**config.mk**
```make
export PLATFORM = sky130hd
export DESIGN_NAME = cla_adder32
export DESIGN_NICKNAME = d
export VERILOG_FILES = /design/src/rtl/cla_pkg.sv /design/src/rtl/claGroup.sv /design/src/rtl/claSecondLevel.sv /design/src/rtl/cla_adder32.sv
export SDC_FILE = /design/constraint.sdc
export NUM_CORES = 1
export LEC_CHECK = 0
export BUFFER_PORTS_ARGS = -buffer_cell sky130_fd_sc_hd__buf_2
export CORE_MARGIN = 1.5
export CORE_UTILIZATION = 35
export DETAILED_ROUTE_END_ITERATION = 8
export PLACE_DENSITY_LB_ADDON = 0.1
export SYNTH_ARGS = -nofsm -noshare
export SYNTH_HDL_FRONTEND = slang
export SYNTH_SLANG_ARGS = --single-unit
export TNS_END_PERCENT = 5
```
**constraint.sdc**
```tcl
create_clock -name vclk -period 2.08
set_input_delay 0 -clock vclk [all_inputs]
set_output_delay 0 -clock vclk [all_outputs]
set_load 0.1 [all_outputs]
```
**src/rtl/cla_pkg.sv**
```systemverilog
package cla_pkg;

  localparam int MAX_TERMS = 64;

  typedef logic [MAX_TERMS-1:0] termVec_t;

  // Carry into position n of a chain, as a flat sum of products of the
  // generate/propagate terms below n and the chain's entry carry.
  function automatic logic flatCarry(input termVec_t gen, input termVec_t prop,
                                     input logic entryCarry, input int n);
    logic acc;
    logic prod;
    acc = 1'b0;
    for (int m = 0; m < MAX_TERMS; m++) begin
      if (m < n) begin
        prod = gen[m];
        for (int l = 0; l < MAX_TERMS; l++) begin
          if (l > m && l < n) prod = prod & prop[l];
        end
        acc = acc | prod;
      end
    end
    prod = entryCarry;
    for (int l = 0; l < MAX_TERMS; l++) begin
      if (l < n) prod = prod & prop[l];
    end
    return acc | prod;
  endfunction

endpackage

```
**src/rtl/claGroup.sv**
```systemverilog
module claGroup
  import cla_pkg::*;
#(
  parameter int GROUP_W = 8
) (
  input  logic [GROUP_W-1:0] xIn,
  input  logic [GROUP_W-1:0] yIn,
  input  logic               groupCin,
  output logic [GROUP_W-1:0] sumBits,
  output logic               groupGen,
  output logic               groupProp,
  output logic               msbCarry
);

  logic [GROUP_W-1:0] bitGen;
  logic [GROUP_W-1:0] bitProp;
  logic [GROUP_W-1:0] bitCarry;
  termVec_t genExt;
  termVec_t propExt;

  assign bitGen  = xIn & yIn;
  assign bitProp = xIn | yIn;
  assign genExt  = termVec_t'(bitGen);
  assign propExt = termVec_t'(bitProp);

  genvar j;
  generate
    for (j = 0; j < GROUP_W; j++) begin : g_carry
      if (j == 0) begin : g_first
        assign bitCarry[j] = groupCin;
      end else begin : g_rest
        assign bitCarry[j] = flatCarry(genExt, propExt, groupCin, j);
      end
    end
  endgenerate

  assign sumBits   = xIn ^ yIn ^ bitCarry;
  assign groupGen  = flatCarry(genExt, propExt, 1'b0, GROUP_W);
  assign groupProp = &bitProp;
  assign msbCarry  = bitCarry[GROUP_W-1];

endmodule

```
**src/rtl/claSecondLevel.sv**
```systemverilog
module claSecondLevel
  import cla_pkg::*;
#(
  parameter int NUM_GROUPS = 4,
  parameter bit LOOKAHEAD  = 1'b1
) (
  input  logic [NUM_GROUPS-1:0] grpGen,
  input  logic [NUM_GROUPS-1:0] grpProp,
  input  logic                  carryIn,
  output logic [NUM_GROUPS:0]   grpCarry
);

  termVec_t genExt;
  termVec_t propExt;

  assign genExt      = termVec_t'(grpGen);
  assign propExt     = termVec_t'(grpProp);
  assign grpCarry[0] = carryIn;

  genvar k;
  generate
    if (LOOKAHEAD) begin : g_look
      for (k = 0; k < NUM_GROUPS; k++) begin : g_bound
        assign grpCarry[k+1] = flatCarry(genExt, propExt, carryIn, k + 1);
      end
    end else begin : g_ripple
      for (k = 0; k < NUM_GROUPS; k++) begin : g_bound
        assign grpCarry[k+1] = grpGen[k] | (grpProp[k] & grpCarry[k]);
      end
    end
  endgenerate

endmodule

```
**src/rtl/cla_adder32.sv**
```systemverilog
module cla_adder32
  import cla_pkg::*;
#(
  parameter int DATA_W    = 32,
  parameter int GROUP_W   = 8,
  parameter bit LOOKAHEAD = 1'b1
) (
  input  logic [DATA_W-1:0] opA,
  input  logic [DATA_W-1:0] opB,
  input  logic              carryIn,
  output logic [DATA_W-1:0] sumOut,
  output logic              carryOut,
  output logic              overflow
);

  localparam int NUM_GROUPS = DATA_W / GROUP_W;

  logic [NUM_GROUPS-1:0] grpGen;
  logic [NUM_GROUPS-1:0] grpProp;
  logic [NUM_GROUPS-1:0] grpMsbCarry;
  logic [NUM_GROUPS:0]   grpCarry;

  initial begin
    if (GROUP_W > MAX_TERMS || NUM_GROUPS > MAX_TERMS || NUM_GROUPS * GROUP_W != DATA_W)
      $error("cla_adder32: unsupported width split");
  end

  genvar k;
  generate
    for (k = 0; k < NUM_GROUPS; k++) begin : g_grp
      claGroup #(.GROUP_W(GROUP_W)) u_grp (
        .xIn      (opA[k*GROUP_W +: GROUP_W]),
        .yIn      (opB[k*GROUP_W +: GROUP_W]),
        .groupCin (grpCarry[k]),
        .sumBits  (sumOut[k*GROUP_W +: GROUP_W]),
        .groupGen (grpGen[k]),
        .groupProp(grpProp[k]),
        .msbCarry (grpMsbCarry[k])
      );
    end
  endgenerate

  claSecondLevel #(.NUM_GROUPS(NUM_GROUPS), .LOOKAHEAD(LOOKAHEAD)) u_lvl2 (
    .grpGen  (grpGen),
    .grpProp (grpProp),
    .carryIn (carryIn),
    .grpCarry(grpCarry)
  );

  assign carryOut = grpCarry[NUM_GROUPS];
  assign overflow = grpMsbCarry[NUM_GROUPS-1] ^ grpCarry[NUM_GROUPS];

endmodule

```
* Word level (Yosys, flattened, before mapping)
Cells that the tools add are included.
** Storage, ports and cells
- Logic and storage cells :: 321
- Output and inout bits :: 34
- Register bits :: 0
- Bits of input ports :: 65
** Operators by class
- Bitwise gates (word level) :: 317
- Reductions and logical operators :: 4
** Operators by type and width (count)
- 1-bit AND :: 150
- 1-bit bitwise OR :: 150
- 8-bit bitwise XOR :: 8
- 8-bit AND :: 4
- 8-bit bitwise OR :: 4
- 8-bit AND reduction :: 4
- 1-bit bitwise XOR :: 1

* Logic depth before layout (Yosys ltp)
- Depth in word-level cells :: 29
- Mapped depth :: 11
- Gate-level depth less buffers :: 11

* Hierarchy
Synthesis repeated with hierarchy kept, for this count alone.
** Second synthesis, totals
- Cells, all modules :: 303
- Area total of the unflattened synthesis :: 2277.2 µm²
** Modules (own cells, without submodules)
- claGroup :: cells an instance 74, seq. area each 0.0 µm², times used 4, area an instance 555.5 µm²
- claSecondLevel :: cells an instance 6, seq. area each 0.0 µm², times used 1, area an instance 46.3 µm²
- cla_adder32 :: cells an instance 1, seq. area each 0.0 µm², times used 1, area an instance 8.8 µm²

* Least setup slack after synthesis
Ideal clock, no wire load.
- Kind :: input to output
- Start point :: in opA[5]
- End point :: out sumOut[25]
- Stages :: 11
- Arrival time :: 3.188 ns
- Buffers on the path :: 0
- Data required time :: 2.080 ns
- Path slack :: -1.108 ns
- Path through :: inv_1 > ha_1 > inv_2 > a221oi_2 > and3_2 > o221ai_2 > and3_1 > nor3_2 > inv_1 > fa_1 > xor2_1
** Between the ends
- Word-level cells in the longest chain between the ends :: 19
- Elaborated cells between the ends (all ways) :: 38
- Those cells by class :: 37 x bitwise; 1 x reduce/logical
** Ends and longest elaborated chain
- from (decl) :: line cla_adder32.sv:8 : input logic [DATA_W-1:0] opA,
- 8-bit bitwise OR :: line claGroup.sv:22 : assign bitProp = xIn | yIn;
- 1-bit AND (3 in series) :: line cla_pkg.sv:18 : if (l > m && l < n) prod = prod & prop[l];
- 1-bit bitwise OR (7 in series) :: line cla_pkg.sv:20 : acc = acc | prod;
- 1-bit AND (2 in series) :: line cla_pkg.sv:18
- 1-bit bitwise OR (2 in series) :: line cla_pkg.sv:20
- 1-bit bitwise OR (*) :: line cla_pkg.sv:27 : return acc | prod;
- 1-bit AND (*) :: line cla_pkg.sv:25 : if (l < n) prod = prod & prop[l];
- 1-bit bitwise OR (*) :: line cla_pkg.sv:27
- 8-bit bitwise XOR (*) :: line claGroup.sv:37 : assign sumBits = xIn ^ yIn ^ bitCarry;
- to (decl) :: line cla_adder32.sv:11 : output logic [DATA_W-1:0] sumOut,
Every way passes the cells marked *; elsewhere a longest branch is shown, timed or not.

* Final worst setup path
- Start point :: in opA[9]
- End point :: out sumOut[24]
** Between the ends
- Word-level cells in the longest chain between the ends :: 20
- Elaborated cells between the ends (all ways) :: 32
- Those cells by class :: 31 x bitwise; 1 x reduce/logical
** Ends and longest elaborated chain (line)
- 8-bit bitwise OR :: claGroup.sv:22
- 1-bit AND (7 in series) :: cla_pkg.sv:18
- 1-bit bitwise OR (7 in series) :: cla_pkg.sv:20
- 1-bit AND :: cla_pkg.sv:18
- 1-bit bitwise OR (2 in series) :: cla_pkg.sv:20
- 1-bit bitwise OR (*) :: cla_pkg.sv:27
- 8-bit bitwise XOR (*) :: claGroup.sv:37
Marks and branches as above.

==> impl_metrics.py <==
metrics = {
    "outcome": {
        "outcome": "finished, violations left",
        "violations": "setup timing",
    },
    "worst_setup_path": {
        "crit_chain": "buf_2 -> inv_1 -> ha_1 -> buf_4 -> nor2_2 -> nand3_2 -> a211o_2 -> o221ai_2 -> and3_4 -> nor3_4 -> inv_2 -> fa_2 -> buf_12",
        "critical_path_arrival_ns": 2.31,
        "path_buf_inv": 5,
        "required_ns": 2.08,
        "crit_fanout": 3,
        "critPathTopFamily": "adder cells",
        "crit_slowest_cell": "fa_2",
        "critPathLaunchType": "input port",
        "cp-end-kind": "output pin",
        "critPathKind": "in -> out",
        "max_stage_delay_ns": 0.46,
    },
    "synth": {
        "syn_area_per_cell_um2": 7.52,
        "synthXorXnorAreaFrac_pct": 11.2,
        "ys_seq_area_share_pct": 0,
        "synth.area.mux_share_pct": 0,
        "synth_warnings": 0,
        "syn-num-nets": 425,
        "synthCells": 292,
        "synth-compound-area-share_pct": 17.4,
        "synth_cell_type_count": 45,
        "synthAdderAreaFrac_pct": 40.1,
        "syn-cell-area_um2": 2190,
        "synth_top_family_by_area": "adder cells",
        "synthSimpleGateAreaFrac_pct": 16.6,
    },
    "routing": {
        "vias_per_cell": 4.52,
        "firstDrtPassIters": 4,
        "postRouteAntennaNets": 0,
        "drc": 0,
        "post_drt_wl_per_cell_um": 10.7,
        "drt_iter0_markers": 39,
        "wirelength_um": 5580,
        "via_count": 2353,
    },
    "pwr": {
        "p_leak_nw": 2.20,
        "ir_drop_uv": 573,
        "power_density_nw_per_um2": 636,
    },
    "final_layout": {
        "final_util_pct": 67.5,
        "seq_cells": 0,
        "area_growth_pct": 84.2,
        "final_common_cell": "inv_1",
        "regArea_um2": 0,
        "n_antenna_cell": 0,
        "mostFrequentLayoutCells": "79 x inv_1, 65 x buf_2, 58 x ha_1",
        "drive_gt1_share_pct": 50.2,
        "nNetsFinal": 581,
        "clock_buffers": 0,
        "nFillCells": 496,
    },
    "grt": {
        "grtUsageTotal_pct": 16.4,
        "grt_overflow": 0,
        "grt_pass1_vias": 2304,
        "grt_max_degree": 6,
        "grt_pass1_wl_um": 9190,
        "antenna_found_initial": 0,
    },
    "placed_design": {
        "pre_cts_slack_ns": -0.334,
        "gp_congestion": 0.775,
        "port_buffers": 99,
        "hpwl_um": 4940,
    },
    "die": {
        "core_area_um2": 5990,
        "io-pin-count": 99,
        "rows": 28,
        "dieHeight_um": 82.2,
        "die_w_um": 82.2,
        "initial_core_util_pct": 36.6,
        "die_area_um2": 6750,
    },
    "sta": {
        "rsz0062_at_grt": "yes",
        "timing.fmax_mhz": 434,
        "setup_violations": 20,
        "slew_headroom_pct": 64.9,
        "post-route-period-util_pct": 111,
        "slew_viol_final": 0,
        "worstMarginPinSlew_ns": 0.522,
        "timing.final.crit_period_ns": 2.31,
        "hold_viol_final": 0,
        "timing.final.ws_setup_ns": -0.225,
    },
    "hold_path": {
        "min_path_type": "in -> out",
    },
    "clock_tree": {
        "holdBufCountCts": 0,
    },
    "run": {
        "drv_cap": 0,
    },
}
-- power by group --
part / total, mW / switching [mW] / internal, mW
registers: 0 / 0 / 0
clock network: 0 / 0 / 0
logic: 2.57 / 1.61 / 0.963
-- layout make-up --
class	count	area (um^2)	area share (%)
inverters	86	328	8.11
multi-input cells	206	2230	55.2
well taps	75	93.8	2.32
repair buffers	154	1390	34.4
-- layer usage --
layer / up-vias / track usage [%] / share of wire [%]
met1: 1059 / 18.9 / 41
li1: 1237 / - / -
met2: 55 / 33.4 / 53
met4: 0 / 0.339 / 0.14
met5: - / 0 / 0
met3: 2 / 1.98 / 5.4
-- cell families after synthesis --
family | Yosys count
AND/OR/NAND/NOR | 65
AO/OA/AOI/OAI | 45
buffers and inverters | 86
adder cells (fa/ha/maj) | 68
XOR/XNOR | 28
-- Yosys cell counts (2+ instances only) --
library cell	instances	area share (%)
a31oi_1	2	0.57
nor2_1	21	3.6
o211ai_1	2	0.68
o41ai_2	2	1.5
nand4_1	2	0.57
inv_1	85	15
nor3_1	7	1.6
a21oi_2	2	0.80
nand2_1	6	1.0
a211oi_1	2	0.68
o21ai_0	5	1.1
nor2b_1	5	1.4
and3_1	2	0.57
or2_2	2	0.57
o31ai_1	3	1.0
xor2_1	10	4.0
nand2b_1	4	1.1
ha_1	64	36
nand3_1	5	1.1
nor3_2	2	0.91
a21oi_1	10	2.3
nor4_1	3	0.86
fa_1	4	3.6
o21bai_1	4	1.4
xnor2_1	18	7.2
-- per-stage QoR --
step                      std cells  setup TNS [ns]  hold slack (ns)  power, mW  instance area (um^2)
after floorplan                 292          -10.08            0.485       1.62                  2370
after global placement          518           -3.94            0.508       2.47                  3800
after detailed placement        518           -4.37            0.519       2.49                  3800
after CTS                       521           -3.08            0.530       2.56                  3990
after global routing            521           -5.41            0.549       2.68                  4040
final                           521           -2.43            0.530       2.57                  4040
-- path summary, 6_finish.rpt --
path | from | endpoint | slack (ns) | cells after the start
worst min-delay path | opB[8] | sumOut[8] | 0.53 | 3
worst max-delay path | opA[9] | sumOut[24] | -0.23 | 13
-- timing repair --
| item | 4_1_cts | 5_1_grt |
|---|---|---|
| buffers inserted | 3 | 0 |
| setup endpoints to repair | 24 | 26 |
| pin swaps | 20 | 11 |
| resized for setup | 36 | 10 |
No activity file was read; power rests on OpenSTA's default activity.
